File: config.mk
export PLATFORM = sky130hd
export DESIGN_NAME = bitalias_bridge
export DESIGN_NICKNAME = d
export VERILOG_FILES = /design/src/rtl/bitalias_pkg.sv /design/src/rtl/bitalias_xlate.sv /design/src/rtl/bitalias_lane.sv /design/src/rtl/bitalias_ctrl.sv /design/src/rtl/bitalias_bridge.sv
export SDC_FILE = /design/constraint.sdc
export NUM_CORES = 1
export LEC_CHECK = 0
export ABC_AREA = 1
export BUFFER_PORTS_ARGS = -buffer_cell sky130_fd_sc_hd__buf_2
export CAP_MARGIN = 20
export CORE_MARGIN = 10
export CORE_UTILIZATION = 35
export CTS_BUF_LIST = sky130_fd_sc_hd__clkbuf_4
export CTS_CLUSTER_DIAMETER = 200
export DETAILED_ROUTE_END_ITERATION = 8
export GPL_TIMING_DRIVEN = 0
export HOLD_SLACK_MARGIN = 0.06
export PLACE_DENSITY = 0.68
export SLEW_MARGIN = 20
export SYNTH_ARGS = -nofsm -noshare
export SYNTH_HDL_FRONTEND = slang
export SYNTH_HIERARCHICAL = 1
export SYNTH_SLANG_ARGS = --single-unit
File: constraint.sdc
create_clock -name clk -period 2.8 [get_ports clk]
set_input_delay 0.14 -clock clk [delete_from_list [all_inputs] [get_ports clk]]
set_output_delay 0.14 -clock clk [all_outputs]
set_load 0.03 [all_outputs]
File: src/rtl/bitalias_pkg.sv
package bitalias_pkg;
  localparam int AW   = 32;
  localparam int DW   = 32;
  localparam int OFFW = 25;
  localparam int BPW  = 5;

  typedef enum logic [2:0] {
    ST_IDLE, ST_RD_REQ, ST_RD_WAIT, ST_WR_REQ, ST_WR_WAIT, ST_RESP
  } bb_state_e;

  function automatic logic size_legal(input logic [2:0] sz);
    return (sz == 3'd1) || (sz == 3'd2) || (sz == 3'd4);
  endfunction

  // backing byte address, aligned down to the access size
  function automatic logic [AW-1:0] backing_addr(input logic [AW-1:0] base,
                                                 input logic [OFFW-1:0] off,
                                                 input logic [2:0] sz);
    logic [AW-1:0] raw;
    logic [AW-1:0] mask;
    raw  = base | (AW'(off) >> 5);
    mask = AW'(sz) - AW'(1);
    return raw & ~mask;
  endfunction

  // bit index inside the N accessed bytes
  function automatic logic [BPW-1:0] bit_index(input logic [OFFW-1:0] off,
                                               input logic [2:0] sz);
    logic [BPW-1:0] raw;
    raw = off[BPW+1:2];
    case (sz)
      3'd1:    return {2'b00, raw[2:0]};
      3'd2:    return {1'b0, raw[3:0]};
      default: return raw;
    endcase
  endfunction
endpackage

File: src/rtl/bitalias_xlate.sv
module bitalias_xlate
  import bitalias_pkg::*;
#(
  parameter logic [AW-1:0] BASE = 32'h2000_0000
) (
  input  logic [OFFW-1:0] off,
  input  logic [2:0]      size,
  output logic [AW-1:0]   baddr,
  output logic [BPW-1:0]  bidx
);
  always_comb begin
    baddr = backing_addr(BASE, off, size);
    bidx  = bit_index(off, size);
  end
endmodule

File: src/rtl/bitalias_lane.sv
module bitalias_lane
  import bitalias_pkg::*;
(
  input  logic           clk,
  input  logic           rst_n,
  input  logic [DW-1:0]  rdata,
  input  logic [BPW-1:0] bidx,
  input  logic           wbit,
  output logic           bit_out,
  output logic [DW-1:0]  merged
);
  logic [DW-1:0] sel;

  always_comb begin
    sel     = DW'(1) << bidx;
    bit_out = |(rdata & sel);
    merged  = wbit ? (rdata | sel) : (rdata & ~sel);
  end


  merge_one_bit_chk: assert property (@(posedge clk) disable iff (!rst_n)
    ($countones(merged ^ rdata) <= 1) && (merged[bidx] == wbit));
endmodule

File: src/rtl/bitalias_ctrl.sv
module bitalias_ctrl
  import bitalias_pkg::*;
(
  input  logic clk,
  input  logic rst_n,
  input  logic s_valid,
  input  logic in_ok,
  input  logic req_we,
  input  logic m_ready,
  input  logic m_rvalid,
  input  logic m_err,
  output logic s_ready,
  output logic s_rvalid,
  output logic m_valid,
  output logic m_we,
  output logic accept_evt,
  output logic rd_done_evt,
  output logic wr_done_evt
);
  bb_state_e state, nxt;

  always_comb begin
    nxt = state;
    unique case (state)
      ST_IDLE:    if (s_valid) nxt = in_ok ? ST_RD_REQ : ST_RESP;
      ST_RD_REQ:  if (m_ready) nxt = ST_RD_WAIT;
      ST_RD_WAIT: if (m_rvalid) nxt = (m_err || !req_we) ? ST_RESP : ST_WR_REQ;
      ST_WR_REQ:  if (m_ready) nxt = ST_WR_WAIT;
      ST_WR_WAIT: if (m_rvalid) nxt = ST_RESP;
      ST_RESP:    nxt = ST_IDLE;
      default:    nxt = ST_IDLE;
    endcase
  end

  always_ff @(posedge clk or negedge rst_n) begin
    if (!rst_n) state <= ST_IDLE;
    else        state <= nxt;
  end

  assign s_ready     = (state == ST_IDLE);
  assign s_rvalid    = (state == ST_RESP);
  assign m_valid     = (state == ST_RD_REQ) || (state == ST_WR_REQ);
  assign m_we        = (state == ST_WR_REQ);
  assign accept_evt  = s_valid && s_ready;
  assign rd_done_evt = (state == ST_RD_WAIT) && m_rvalid;
  assign wr_done_evt = (state == ST_WR_WAIT) && m_rvalid;


  busy_after_accept_chk: assert property (@(posedge clk) disable iff (!rst_n)
    accept_evt |=> !s_ready);

  single_resp_chk: assert property (@(posedge clk) disable iff (!rst_n)
    s_rvalid |=> !s_rvalid);

  hold_req_chk: assert property (@(posedge clk) disable iff (!rst_n)
    (m_valid && !m_ready) |=> (m_valid && $stable(m_we)));

  rd_err_abort_chk: assert property (@(posedge clk) disable iff (!rst_n)
    (rd_done_evt && m_err) |=> (s_rvalid && !m_valid));
endmodule

File: src/rtl/bitalias_bridge.sv
module bitalias_bridge
  import bitalias_pkg::*;
#(
  parameter logic [31:0] BASE = 32'h2000_0000
) (
  input  logic        clk,
  input  logic        rst_n,
  input  logic        s_valid,
  output logic        s_ready,
  input  logic [31:0] s_addr,
  input  logic [31:0] s_wdata,
  input  logic [2:0]  s_size,
  input  logic        s_we,
  output logic        s_rvalid,
  output logic [31:0] s_rdata,
  output logic        s_err,
  output logic        m_valid,
  input  logic        m_ready,
  output logic [31:0] m_addr,
  output logic [31:0] m_wdata,
  output logic [2:0]  m_size,
  output logic        m_we,
  input  logic        m_rvalid,
  input  logic [31:0] m_rdata,
  input  logic        m_err
);
  logic [OFFW-1:0] req_off;
  logic [2:0]      req_size;
  logic            req_we;
  logic            req_wbit;
  logic [DW-1:0]   wr_data;
  logic [DW-1:0]   resp_data;
  logic            resp_err;
  logic [BPW-1:0]  bidx;
  logic            ext_bit;
  logic [DW-1:0]   merged;
  logic            in_ok;
  logic            accept_evt, rd_done_evt, wr_done_evt;
  logic            unused_hi;

  assign in_ok     = size_legal(s_size);
  assign unused_hi = ^{s_wdata[31:1], s_addr[31:OFFW]};

  bitalias_xlate #(.BASE(BASE)) u_xlate (
    .off(req_off), .size(req_size), .baddr(m_addr), .bidx(bidx)
  );

  bitalias_lane u_lane (
    .clk(clk), .rst_n(rst_n), .rdata(m_rdata), .bidx(bidx),
    .wbit(req_wbit), .bit_out(ext_bit), .merged(merged)
  );

  bitalias_ctrl u_ctrl (
    .clk(clk), .rst_n(rst_n), .s_valid(s_valid), .in_ok(in_ok),
    .req_we(req_we), .m_ready(m_ready), .m_rvalid(m_rvalid), .m_err(m_err),
    .s_ready(s_ready), .s_rvalid(s_rvalid), .m_valid(m_valid), .m_we(m_we),
    .accept_evt(accept_evt), .rd_done_evt(rd_done_evt), .wr_done_evt(wr_done_evt)
  );

  always_ff @(posedge clk or negedge rst_n) begin
    if (!rst_n) begin
      req_off   <= '0;
      req_size  <= 3'd4;
      req_we    <= 1'b0;
      req_wbit  <= 1'b0;
      wr_data   <= '0;
      resp_data <= '0;
      resp_err  <= 1'b0;
    end else begin
      if (accept_evt) begin
        req_off   <= s_addr[OFFW-1:0];
        req_size  <= s_size;
        req_we    <= s_we;
        req_wbit  <= s_wdata[0];
        resp_err  <= !in_ok;
        resp_data <= '0;
      end
      if (rd_done_evt) begin
        resp_err  <= m_err;
        resp_data <= (req_we || m_err) ? '0 : DW'(ext_bit);
        if (req_we && !m_err) wr_data <= merged;
      end
      if (wr_done_evt) begin
        resp_err  <= m_err;
        resp_data <= '0;
      end
    end
  end

  assign s_rdata = resp_data;
  assign s_err   = resp_err;
  assign m_wdata = wr_data;
  assign m_size  = req_size;


  rd_bit0_only_chk: assert property (@(posedge clk) disable iff (!rst_n)
    s_rvalid |-> (s_rdata[31:1] == '0));

  align_chk: assert property (@(posedge clk) disable iff (!rst_n)
    m_valid |-> ((m_addr & (32'(m_size) - 32'd1)) == '0));

  window_chk: assert property (@(posedge clk) disable iff (!rst_n)
    m_valid |-> ((m_addr & 32'hFFF0_0000) == (BASE & 32'hFFF0_0000)));

  bad_size_chk: assert property (@(posedge clk) disable iff (!rst_n)
    (accept_evt && !in_ok) |=> (s_rvalid && s_err && !m_valid));

  wr_err_pass_chk: assert property (@(posedge clk) disable iff (!rst_n)
    wr_done_evt |=> (s_rvalid && (s_err == $past(m_err))));
endmodule

Word-level counts from Yosys, hierarchy flattened. Index checks and enable logic that the tools add are counted. Widths: inputs -> output; s select.

Word-level logic and storage cells: 65. Bits of input ports: 106. Output and inout bits: 104. Bits in registers: 98.

Reduce and logical (&&, ||, !) cells: 17. Shift-type cells: 1. Add/subtract/negate cells: 1. Mux-type cells: 17. Bitwise operators: 6. Equal/unequal tests: 15.

Operator list (count): $mux 32 (4); $and 32x32->32 (2); $not 32->32 (2); $and 30x32->32 (1); $or 32x32->32 (1); $reduce_or 32->1 (1); $shl 1x5->32 const A (1); $mux 3 (7); $pmux 3 s5 (1); $eq 3x2->1 const B (4); $ne 2x2->1 const B (5); $pmux 5 s2 (1); $eq 3x1->1 const B (3); $eq 3x3->1 const B (3); $logic_or 1x1->1 (5); $reduce_and 5->1 (1); $logic_and 1x1->1 (4); $mux 1 (4); $sub 3x1->4 const B (1); $logic_not 1->1 (3); $logic_not 3->1 (1); $reduce_bool 3->1 (1); $reduce_and 2->1 (1).

Longest topological paths before layout. Gate-level depths: netlist of run 1.

Depth after elaboration: 8. Mapped depth: 19. Mapped depth without buffers: 17.

Modules after synthesis. The synthesis of run 1 kept the hierarchy.

By module, submodules not included: bitalias_bridge (cells each 320, area an instance 2801.4 um2, seq. area each 1602.8 um2, times used 1); bitalias_lane (cells each 193, area an instance 934.6 um2, seq. area each 0.0 um2, times used 1); bitalias_xlate (cells each 58, area an instance 424.2 um2, seq. area each 0.0 um2, times used 1); bitalias_ctrl (cells each 47, area an instance 280.3 um2, seq. area each 75.1 um2, times used 1).

Worst setup path after synthesis of run 1. No wires, ideal clock.

Path type: reg2reg. From: reg req_size[0], in the netlist m_size[0]. To: reg resp_data[0], in the netlist s_rdata[0]. Period minus slack after synthesis: 2.235 ns. Buffers on the path: 2. Data required time: 2.724 ns. Setup time: 0.076 ns. Arrival time: 2.158 ns. Cell stages (with the launch flop): 18. Slack: 0.565 ns. Cell sequence: dfrtp_1 inv_2 buf_6 ha_1 inv_1 nor2_1 nor2_1 inv_2 buf_2 nor2_1 nand2_1 nand2_1 nor2_1 nand2_1 nor2_1 nand2_1 nand3_1 o21ai_1.

Longest elaborated chain between the ends: 8. Elaborated cells between the ends (all ways): 9. Classes of those cells: eq/ne (2); shift (1); mux (4); bitwise (1); reduce/logical (1).

Ends and longest elaborated chain: start, declared (RTL line bitalias_bridge.sv:28) `logic [2:0] req_size;`; start signal, assigned (RTL line bitalias_bridge.sv:72) `req_size <= s_size;`; $eq 3x2->1 or $eq 3x1->1 (tied branches) (RTL line bitalias_pkg.sv:31) `case (sz)`; $pmux 5 s2 * (RTL line bitalias_pkg.sv:31); named net bidx[4] (RTL line bitalias_bridge.sv:34) `logic [BPW-1:0] bidx;`; $shl 1x5->32 * (RTL line bitalias_lane.sv:15) `sel = DW'(1) << bidx;`; $and 32x32->32 * (RTL line bitalias_lane.sv:16) `bit_out = |(rdata & sel);`; $reduce_or 32->1 * (RTL line bitalias_lane.sv:16); named net ext_bit (RTL line bitalias_bridge.sv:35) `logic ext_bit;`; $mux 1 * (RTL line bitalias_bridge.sv:80) `resp_data <= (req_we || m_err) ? '0 : DW'(ext_bit);`; $mux 32 * (RTL line bitalias_bridge.sv:78) `if (rd_done_evt) begin`; $mux 32 * (RTL line bitalias_bridge.sv:83) `if (wr_done_evt) begin`; end signal, assigned (RTL line bitalias_bridge.sv:80); end, declared (RTL line bitalias_bridge.sv:32) `logic [DW-1:0] resp_data;`.

Mark *: on every way through the listed nets, which the timed path passes. The rest lies on a longest branch. A chain may end at the register's enable or synchronous reset.

Final worst setup path of run 1. Same ends and word-level chain as after synthesis.

==> summary.md, run 1 <==
| Metric | Value |
|---|---|
| Postcts setup bufs | `0` |
| Clock Skew | `0.0176 ns` |
| Pins Over Slew Limit | `0` |
| ANT nets after route | `0` |
| Global Route Usage Sum | `0.163` |
| H-tree levels | `3` |
| First-pass GRT wire length | `23.1 mm` |
| Latest clock arrival within the worst-skew pair | `0.46 ns` |
| Vias in the first global route | `4,505` |
| Root Driver | `clkbuf_4` |
| Setup TNS | `0 ns` |
| Max VDD drop | `0.542 mV` |
| Routability Congestion | `0.904` |
| Port bufs | `127` |
| Yosys warns | `6` |
| Pwr/cell area | `981 nW/µm²` |
| CTS tree | `yes` |
| Die height | `132 µm` |
| Clock tree buffer depth | `2` |
| WS Path Type | `register to register` |
| Worst slew pin tran | `0.508 ns` |
| Initial Utilization | `0.361` |
| CTS clk-pin slew, worst paths | `0.12 ns` |
| Final Hold Vio Count | `0` |
| Via Count | `4,561` |
| Vias/cell | `4.48` |
| Post-layout minimum cycle time | `2.52 ns` |
| Area of the core | `12,100 µm²` |
| Register share of total power | `0.272` |
| Crit path max fanout | `11` |
| Area Growth Syn to Fin | `38.8%` |
| Cell count after synthesis | `610` |
| Pre-antenna DRT Iters | `5` |
| Layout cells sized above 1 | `0.298` |
| Drt initial violations | `380` |
| Fmax achieved | `397 MHz` |
| Post-route cell area | `6060 µm²` |
| Run status | `completed` |
| Initial antenna violation count | `2` |
| CP Data Arrival Time | `2.86 ns` |
| Relative slew slack | `0.662` |
| Critical Path Sink Type | `register` |
| Final setup viols | `0` |
| Psw | `0.00326 W` |
| Nets | `952` |
| Final HPWL DP | `10.5 mm` |
| Placed inst area | `5390 µm²` |
| Leak | `3.43 nW` |
| CTS buffer count | `9` |
| Clk pwr share | `0.096` |
| Pin count of the biggest net entering global routing | `56` |
| Filler cells | `1,248` |
| Die extent in x | `132 µm` |
| Tcrit/Tclk final | `0.901` |
| Post-Syn Area | `4370 µm²` |
| Core Rows | `40` |
| Util after Layout | `0.501` |
| Critical path launch point type | `register` |
| Die area | `17,300 µm²` |
| Min-Delay Path Class | `primary input to register` |
| TritonCTS Sinks | `65` |
| WHS | `0.0874 ns` |
| Io pins | `210` |
| Pint | `0.00269 W` |
| Routed WL per cell | `13.9 µm` |
| Avg Cell Area, Syn | `7.16 µm²` |
| GR Overflow Total | `0` |
| Combinational share of power | `0.632` |
| Total power | `0.00595 W` |
| Max-cap violation count | `0` |
| DRC Markers | `0` |
| WL final | `14.1 mm` |
| Switching Share | `0.547` |
| Req. time, crit path | `3.14 ns` |
[area by class of cell]
type	count	area (µm²)	area share
repair buffers	182	1210	0.199
clock inverters	7	46.3	0.00764
plain buffers	78	567	0.0935
well taps	168	210	0.0347
inverters	31	116	0.0192
diodes	2	5.00	0.000825
multi-input cells	476	2220	0.366
clock buffers	9	67.6	0.0111
flip-flops and latches	65	1630	0.268
[final timing paths]
path | to | startpoint | slack, ns | depth (start not counted)
worst max-delay path | s_rdata[0] | m_size[0] | 0.28 | 16
worst min-delay path | m_wdata[25] | m_rdata[25] | 0.09 | 5
worst max register to register | s_rdata[0] | m_size[0] | 0.28 | 16
worst min register to register | req_off[15] | req_off[15] | 0.48 | 2
max in group asynchronous | req_off[16] | rst_n | 1.75 | 3
min in group asynchronous | req_off[7] | rst_n | 0.22 | 3
[layer usage]
layer	global-route usage	vias up	routed length (µm)
li1	-	2347	-
met1	0.191	2036	5730
met2	0.271	159	6920
met3	0.0492	19	1110
met4	0.0649	0	341
met5	0	-	0
[power groups by stage]
stage | Sequential (W) | Combinational (W) | Clock (W)
floorplan | 0.00208 | 0.00219 | 0
global placement | 0.00162 | 0.00364 | 0
detailed placement | 0.00163 | 0.00367 | 0
CTS | 0.00162 | 0.00376 | 0.000596
global route | 0.00168 | 0.00413 | 0.000646
finish | 0.00162 | 0.00376 | 0.000570
[placed cells by master (no fill, tap or decap), drive strengths merged, types with 17 or more instances in the layout]
cell         instances
o21ai               27
nand3               77
dlygate4sd3         54
nor2                41
dfrtp               64
a21boi              17
conb                42
buf                200
inv                 32
nand2              233
[critical path, stage by stage (launching register included)]
cell     delay [ns]
dfrtp_1        0.47
inv_2          0.14
buf_6          0.18
ha_1           0.19
inv_1          0.06
nor2_1         0.05
nor2_2         0.21
buf_2          0.29
nor2_1         0.11
nand2_1        0.12
nand2_1        0.06
nor2_1         0.11
nand2_1        0.06
nor2_1         0.10
nand2_1        0.09
nand3_1        0.10
o21ai_1        0.06
[per-stage QoR]
stage | worst slack (ns) | std cells
6_report | 0.279 | 1018
5_1_grt | -0.00192 | 1018
4_1_cts | 0.167 | 1016
3_5_place_dp | 0.202 | 946
3_3_place_gp | 0.191 | 945
2_1_floorplan | 0.565 | 650
[flip-flops by register name (all words and copies together), names as in the netlist]
| signal | flops |
|---|---|
| m_size | 3 |
| m_wdata | 32 |
| req_off | 23 |
| req_wbit | 1 |
| req_we | 1 |
| s_err | 1 |
| s_rdata | 1 |
| u_ctrl/state | 3 |
[repair_timing]
action                                 CTS  global route
endpoints found under the hold margin  117             0
setup endpoints to repair                0             1
hold buffers                            54             0
gates resized for setup                  0             4
(Power assumes the default switching activity.)
==> inputs of run 2 (changes only) <==
- PLACE_DENSITY: 0.68 -> 0.7
- SYNTH_HIERARCHICAL: 1 -> not set
==> summary.md, run 2 <==
| Metric | Value |
|---|---|
| Final HPWL DP | `10.4 mm` |
| Max VDD drop | `0.634 mV` |
| Post-route cell area | `5790 µm²` |
| Worst reg2reg path depth | `15` |
| Post-Syn Area | `4030 µm²` |
| TritonCTS Sinks | `65` |
| WS Path Type | `register to primary output` |
| Hold depth | `5` |
| Vias in the first global route | `4,450` |
| Die area | `16,200 µm²` |
| CTS buffer count | `9` |
| Top cells by count, synth | `nor2_1 (104), nand2_1 (90), dfrtp_1 (64)` |
| Io pins | `210` |
| RSZ-0062 raised after global routing | `no` |
| Placed inst area | `5020 µm²` |
| Critical path launch point type | `register` |
| Vias/cell | `4.67` |
| Fmax achieved | `448 MHz` |
| Postcts setup bufs | `0` |
| Max reg flops | `32` |
| Top_reg_cell synth | `dfrtp_1` |
| Drt initial violations | `436` |
| Run status | `completed` |
| Pwr/cell area | `1060 nW/µm²` |
| ANT nets after route | `0` |
| Req. time, crit path | `2.66 ns` |
| Flops & latches, synth | `65` |
| CP Data Arrival Time | `2.09 ns` |
| Max-cap violation count | `0` |
| Yosys warns | `0` |
| Area of the core | `11,300 µm²` |
| Ys async rst share | `1.00` |
| Global Route Usage Sum | `0.172` |
| Routed WL per cell | `15.0 µm` |
| Crit path max fanout | `10` |
| CTS clk-pin slew, worst paths | `0.12 ns` |
| Leading area contributor after synthesis | `dfrtp_1` |
| Util after Layout | `0.512` |
| CTS tree | `yes` |
| Final Hold Vio Count | `0` |
| Slowest cell on the critical path | `dfstp_2` |
| Antenna cells | `0` |
| WL final | `14.0 mm` |
| Sequential fraction of the synthesis area | `0.404` |
| CP peak stage delay | `0.61 ns` |
| Setup TNS | `0 ns` |
| Pin count of the biggest net entering global routing | `36` |
| Routability Congestion | `0.949` |
| Clock tree buffer depth | `2` |
| Pre-antenna DRT Iters | `5` |
| Latest clock arrival within the worst-skew pair | `0.41 ns` |
| Cell with the most instances after synthesis | `nor2_1` |
| Clock Skew | `0.0132 ns` |
| Cell mode on critical path | `nor2_1` |
| Area Growth Syn to Fin | `43.8%` |
| H-tree levels | `3` |
| Crit-path cells | `nor2_1 -> nand2_1 -> clkinv_1 -> clkbuf_1 -> nor2_1 -> buf_2` |
| GR Overflow Total | `0` |
| Worst setup slack after layout | `0.566 ns` |
| Netlist cell types | `29` |
| Leak | `3.16 nW` |
| WHS | `0.163 ns` |
| Layout cells sized above 1 | `0.283` |
| Core Rows | `39` |
| Min-Delay Path Class | `primary input to register` |
| Area share of the largest cell type after synthesis | `0.398` |
| Most frequent cells in the layout | `buf_2 (135), nor2_1 (104), nand2_1 (90)` |
| Via Count | `4,378` |
| Avg Cell Area, Syn | `7.34 µm²` |
| Cell count after synthesis | `549` |
| Post-synth EDFFs | `0` |
| Nets | `899` |
| Final setup viols | `0` |
| Critical Path Sink Type | `primary output` |
| Top cells by area, synth | `dfrtp_1 (40%), nor2_1 (9.7%), buf_4 (8.9%)` |
| Post-layout minimum cycle time | `2.23 ns` |
| Tcrit/Tclk final | `0.798` |
| First-pass GRT wire length | `23.0 mm` |
| Die extent in x | `127 µm` |
| Initial antenna violation count | `0` |
| Die height | `127 µm` |
| Initial Utilization | `0.356` |
| Port bufs | `127` |
| Root Driver | `clkbuf_4` |
| DRC Markers | `0` |
| Pins Over Slew Limit | `0` |
| Commonest non-fill, non-tap cell in the layout | `buf_2` |
| DP Worst Slack | `0.741 ns` |
run 2: critical path: cells and delay by family (launching register included):
kind / cells / cell delay [ns]
buffers and inverters: 3 / 0.75
flip-flops: 1 / 0.61
AND/OR/NAND/NOR: 3 / 0.32
run 2: worst paths after layout:
| check | startpoint | endpoint | slack [ns] |
|---|---|---|---|
| setup / recovery | m_size[2] | m_addr[9] | 0.57 |
| hold / removal | m_rvalid | s_rdata[0] | 0.16 |
| setup reg to reg | m_size[0] | s_rdata[0] | 0.68 |
| hold reg to reg | s_rdata[0] | s_rdata[0] | 0.49 |
| max in group asynchronous | rst_n | req_off[3] | 2.05 |
| min in group asynchronous | rst_n | m_wdata[2] | 0.20 |
run 2: cell type report:
cell class | instances | area, µm²
inverters | 56 | 210
clock inverters | 5 | 80.1
plain buffers | 69 | 473
well taps | 143 | 179
multi-input cells | 400 | 1870
repair buffers | 189 | 1270
fillers | 1140 | 5530
clock buffers | 11 | 82.6
flip-flops and latches | 65 | 1630
run 2: cells by family (layout without fill, tap and decap cells):
family | count (synthesis) | after routing | synth area share
AO/OA/AOI/OAI | 84 | 84 | 0.116
other | 1 | 42 | 0.000931
multiplexers | 4 | 4 | 0.0112
adder cells (fa/ha/maj) | 3 | 3 | 0.00932
buffers and inverters | 125 | 330 | 0.170
AND/OR/NAND/NOR | 267 | 267 | 0.288
flip-flops | 65 | 65 | 0.404
run 2: per-layer routing:
| layer | global-route usage | routed length [µm] | vias to the layer above |
|---|---|---|---|
| met4 | 0.0502 | 255 | 0 |
| met5 | 0 | 0 | - |
| met2 | 0.277 | 6560 | 182 |
| met3 | 0.0624 | 1300 | 16 |
| met1 | 0.209 | 5920 | 1986 |
| li1 | - | - | 2194 |
run 2: repair_timing:
| item | CTS | global route |
|---|---|---|
| gates resized for setup | 0 | 0 |
| hold buffers | 61 | 0 |
| endpoints found under the hold margin | 124 | 0 |
run 2: metrics by stage:
stage / std cells / total power [W]
finish: 938 / 0.00617
global route: 938 / 0.00668
CTS: 938 / 0.00617
detailed placement: 861 / 0.00533
global placement: 860 / 0.00529
floorplan: 590 / 0.00424
run 2: where the power goes:
part / total, W / internal, W / leakage [nW] / switching [W]
logic: 0.00380 / 0.00111 / 2.27 / 0.00270
clock network: 0.000751 / 0.000381 / 0.0831 / 0.000370
registers: 0.00161 / 0.00137 / 0.799 / 0.000243
total: 0.00617 / 0.00286 / 3.16 / 0.00331
